## src/rtl/byte_deser.sv

```systemverilog
module byte_deser #(
  parameter int SYM_W = 10
) (
  input  logic             clk,
  input  logic             rst_n,
  input  logic             bit_en,
  input  logic             bit_in,
  input  logic             realign,
  output logic [SYM_W-1:0] shift_q,
  output logic [SYM_W-1:0] dec_q,
  output logic             byte_clk
);
  localparam int CW = $clog2(SYM_W);
  localparam int HALF = SYM_W / 2;
  localparam int PW = $clog2(4 * SYM_W) + 1;
  localparam logic [CW-1:0] LAST = CW'(SYM_W - 1);
  localparam logic [CW-1:0] HALF_C = CW'(HALF);

  logic [CW-1:0] cnt, cnt_nxt;
  logic hold, hold_nxt;
  logic [SYM_W-1:0] sh_nxt;
  logic boundary, early_low, clk_nxt;

  assign sh_nxt    = {bit_in, shift_q[SYM_W-1:1]};
  assign boundary  = realign || (cnt == LAST);
  assign early_low = (cnt >= HALF_C) && (cnt != LAST);
  assign cnt_nxt   = boundary ? '0 : cnt + 1'b1;
  assign hold_nxt  = realign ? (hold | early_low) : (hold && cnt != LAST);
  assign byte_clk  = !hold && (cnt < HALF_C);
  assign clk_nxt   = !hold_nxt && (cnt_nxt < HALF_C);

  always_ff @(posedge clk) begin
    if (!rst_n) begin
      cnt     <= '0;
      hold    <= 1'b0;
      shift_q <= '0;
      dec_q   <= '0;
    end else if (bit_en) begin
      shift_q <= sh_nxt;
      cnt     <= cnt_nxt;
      hold    <= hold_nxt;
      if (boundary) dec_q <= sh_nxt;
    end
  end

  logic [PW-1:0] pw, prd;
  logic [1:0] nrf;
  logic clk_edge, clk_rise;
  assign clk_edge = clk_nxt != byte_clk;
  assign clk_rise = clk_nxt && !byte_clk;

  always_ff @(posedge clk) begin
    if (!rst_n) begin
      pw  <= PW'(1);
      prd <= PW'(1);
      nrf <= '0;
    end else if (bit_en) begin
      pw <= clk_edge ? PW'(1) : ((&pw) ? pw : pw + 1'b1);
      if (clk_rise) begin
        prd <= PW'(1);
        nrf <= '0;
      end else begin
        prd <= (&prd) ? prd : prd + 1'b1;
        if (realign && nrf != 2'd3) nrf <= nrf + 1'b1;
      end
    end
  end

  p_shift_in_r2: assert property (@(posedge clk) disable iff (!rst_n)
    bit_en |=> shift_q[SYM_W-1] == $past(bit_in));
  p_dec_load_r3: assert property (@(posedge clk) disable iff (!rst_n)
    (bit_en && (realign || cnt == LAST)) |=>
      dec_q == {$past(bit_in), $past(shift_q[SYM_W-1:1])});
  p_dec_hold_r3: assert property (@(posedge clk) disable iff (!rst_n)
    (bit_en && !realign && cnt != LAST) |=> $stable(dec_q));
  p_rise_on_load_r4: assert property (@(posedge clk) disable iff (!rst_n)
    $rose(byte_clk) |-> $past(bit_en && (realign || cnt == LAST)));
  p_min_phase_r8: assert property (@(posedge clk) disable iff (!rst_n)
    (bit_en && clk_edge) |-> pw >= PW'(HALF));
  p_max_period_r9: assert property (@(posedge clk) disable iff (!rst_n)
    (bit_en && clk_rise && nrf <= 2'd1) |-> prd <= PW'(2 * SYM_W - 1));
  p_idle_r10: assert property (@(posedge clk) disable iff (!rst_n)
    !bit_en |=> $stable(shift_q) && $stable(dec_q) && $stable(byte_clk));
endmodule

```

## config.mk

```make
export PLATFORM = sky130hd
export DESIGN_NAME = byte_deser
export DESIGN_NICKNAME = d
export VERILOG_FILES = /design/src/rtl/byte_deser.sv
export SDC_FILE = /design/constraint.sdc
export NUM_CORES = 1
export LEC_CHECK = 0
export CAP_MARGIN = 10
export CORE_ASPECT_RATIO = 0.7
export CORE_MARGIN = 5
export CORE_UTILIZATION = 39
export CTS_CLUSTER_DIAMETER = 50
export DETAILED_ROUTE_END_ITERATION = 10
export PLACE_DENSITY = 0.65
export SYNTH_ARGS = -nofsm -noshare
export SYNTH_HDL_FRONTEND = slang
export SYNTH_SLANG_ARGS = --single-unit
```

## constraint.sdc

```tcl
create_clock -name clk -period 1.8 [get_ports clk]
set_input_delay 0.45 -clock clk [delete_from_list [all_inputs] [get_ports clk]]
set_output_delay 0.45 -clock clk [all_outputs]
set_load 0.05 [all_outputs]
```

==> reports/metrics.cfg, run 1 <==
[clocking]
clk_latency_ps=260
htree_levels=1
cts_tree=built
cts.sink_count=25
clk_path_buf_depth=2
cts-buffers-inserted=3
cts_root_buffer=clkbuf_8
clkSlewWorstSetupHoldPaths_ps=80

[detailed_routing]
drt_wl_total_um=2120
ant_nets=0
first_pass_iters=2
viasPerCell=4.66
drc=0
wire_per_inst_um=12.6
dr.first_iter.drc_count=24
vias=788

[die]
num_rows=15
core_um2=2550
dieHeight_um=53.9
start_util_pct=42.1
die_w_um=72.7
ios=26
die-area_um2=3920

[finish]
antenna_cells=0
filler_cell_count=253
nNetsFinal=144
syn2layout_area_growth_pct=32.2
final_common_cell=buf_4
drive_gt1_share_pct=29.6
finish.utilization_pct=55.7
multi_input_area_um2=547
regArea_um2=505
most-common-layout-cells=buf_4 (24), dfxtp_1 (23), nand2_1 (22)

[setup_path]
slowest_stage=dfxtp_2
setup.worst_path.end=byte_clk
crit_type=flop to output pin
r2r-end=cnt[0]
cp.depth=5
r2r_slack_ps=290
cp.required_ps=1350
cp_common_cell=inv_2
cp.arrival_ps=1340
worstPathCellList=inv_2, ha_4, inv_2, a211oi_4, clkbuf_16
crit_start=cnt[1]
reg2reg_depth=5
cpLargestDelayFamily=flip-flops
critPathBufInv=3
crit_path_end_kind=output pin
crit_fanout=4
cp-start-kind=flop
max_stage_delay_ps=350
r2r_start=cnt[0]

[global_route]
use_met2_pct=17.7
busiest_layer=met2
antenna_found_initial=0
track_usage_pct=11.7
grt_util_met1_pct=15.5
overflow=0
grt_start_max_net_pins=34
grt_pass1_vias=743
grt_pass1_wl_um=3530
grt_use_met3_pct=3.73

[timing]
post-route-min-period_ps=1790
fin_worst_skew_ps=7.16
setup_slack_ps=10.7
slew_viol_final=0
rsz0062_at_grt=true
max_freq_ghz=0.559
setup_viol=0
relSlewSlack_pct=78.1
post-route-period-util_pct=99.4
final-hold-violation-count=0
worst_slew_pin_slew_ps=326

[synth]
syn_nets=116
synth-simple-area-share_pct=18.9
synth_seq_cells=25
synth_xor_area_share_pct=0.815
syn-mean-instance-area_um2=9.95
syn_inst=108
synth_top_family_by_area=multiplexers
synth_compound_area_share_pct=5.70
netlist_area_um2=1070
synth_cell_types=25
synth_warnings=0
synth_ff_type=dfxtp_1
synth_adder_area_share_pct=3.49
yosys-mux-area-fraction_pct=19.7
ys_seq_area_share_pct=46.6
synthArstFlopShare_pct=0
synth_edf_count=0

[placement]
dp_slack_ps=136
io_buffers=25
dp_hpwl_um=1530
gp_congestion=0.770

[power_and_ir_drop]
power.density_nw_per_um2=699
p_leak_uw=0.000603
worst_ir_drop_vdd_mv=0.339
power_uw=993

[flow_run]
maxCapViolCount=0

[worst_hold_path]
hp-class=flop to flop

[status]
status=complete, no violations

-- sequential cells by signal, summed over array words and instances (netlist names) --
signal,count
hold,1
shift_q,10
dec_q,10
cnt,4
-- worst reg2reg max path, delay by kind of cell, from the launching register on --
kind,cells,cell delay (ps)
and+or+nand+nor,2,510
DFF,1,360
adders and majority gates,1,230
muxes,1,220
buffers and inverters,1,140
-- final cells by class --
cell class | instances | share of cell area, %
Clock buffer | 3 | 2.90
Clock inverter | 1 | 0.352
Inverter | 4 | 1.06
Multi-Input combinational cell | 72 | 38.5
Sequential cell | 25 | 35.6
Tap cell | 34 | 2.99
Timing Repair Buffer | 30 | 18.7
-- cell usage after synthesis (all sizes together), types with 3 or more instances --
| cell | number | area [µm²] |
|---|---|---|
| buf | 4 | 26.3 |
| inv | 4 | 15.0 |
| ha | 3 | 37.5 |
| nand2 | 22 | 82.6 |
| clkbuf | 3 | 11.3 |
| mux2i | 20 | 200 |
| dfxtp | 25 | 500 |
| nor2b | 11 | 68.8 |
-- routing by layer --
metal / wire, µm / vias up
met5: 0 / -
met4: 27 / 0
met3: 96 / 2
met2: 986 / 15
met1: 1010 / 360
li1: - / 411
-- cells by family after synthesis --
| logic type | count (synthesis) |
|---|---|
| buffers and inverters | 11 |
| xor gates and xnor gates | 1 |
| adders and majority gates | 3 |
| DFF | 25 |
| AOI/OAI and AO/OA | 7 |
| and+or+nand+nor | 40 |
| muxes | 21 |
-- through the flow --
stage | instances | hold slack, ps | setup TNS, ps | area, µm²
CTS | 167 | 465 | 0 | 1380
finish | 169 | 462 | 0 | 1420
global placement | 163 | 444 | 0 | 1330
global route | 169 | 485 | -49.7 | 1420
detailed placement | 163 | 449 | 0 | 1330
floorplan | 108 | 469 | 0 | 1080
-- worst min path at each step --
stage	depth (start not counted)	start	end
after floorplan	2	hold	hold
after global placement	2	dec_q[8]	dec_q[8]
after global routing	2	dec_q[8]	dec_q[8]
after detailed placement	2	dec_q[8]	dec_q[8]
final	2	dec_q[4]	dec_q[4]
after CTS	2	dec_q[4]	dec_q[4]
-- timing repair --
action / CTS / global route
setup endpoints to repair: 1 / 1
setup buffers: 0 / 2
pin swaps: 1 / 2
hold buffers: 0 / 0
gates resized for setup: 2 / 8
-- report_power, final --
group	internal (µW)	switching [µW]	leakage [µW]
clock network	154	164	0.0000255
registers	559	5.90	0.000203
logic	49.2	60.6	0.000374
total	762	231	0.000603
No activity file was read; power rests on OpenSTA's default activity.
==> run 2, diff against run 1 <==
--- a/config.mk
+++ b/config.mk
@@ -10,6 +10,7 @@
 export CORE_MARGIN = 5
 export CORE_UTILIZATION = 39
 export CTS_CLUSTER_DIAMETER = 50
+export CTS_CLUSTER_SIZE = 10
 export DETAILED_ROUTE_END_ITERATION = 10
 export PLACE_DENSITY = 0.65
 export SYNTH_ARGS = -nofsm -noshare
==> results of run 2 <==
No change in the layout: final DEF, timing and power equal those of run 1.
==> run 3, diff against run 2 <==
--- a/config.mk
+++ b/config.mk
@@ -5,7 +5,7 @@
 export SDC_FILE = /design/constraint.sdc
 export NUM_CORES = 1
 export LEC_CHECK = 0
-export CAP_MARGIN = 10
+export CAP_MARGIN = 20
 export CORE_ASPECT_RATIO = 0.7
 export CORE_MARGIN = 5
 export CORE_UTILIZATION = 39
==> results of run 3 <==
No change in the layout: final DEF, timing and power equal those of run 1.
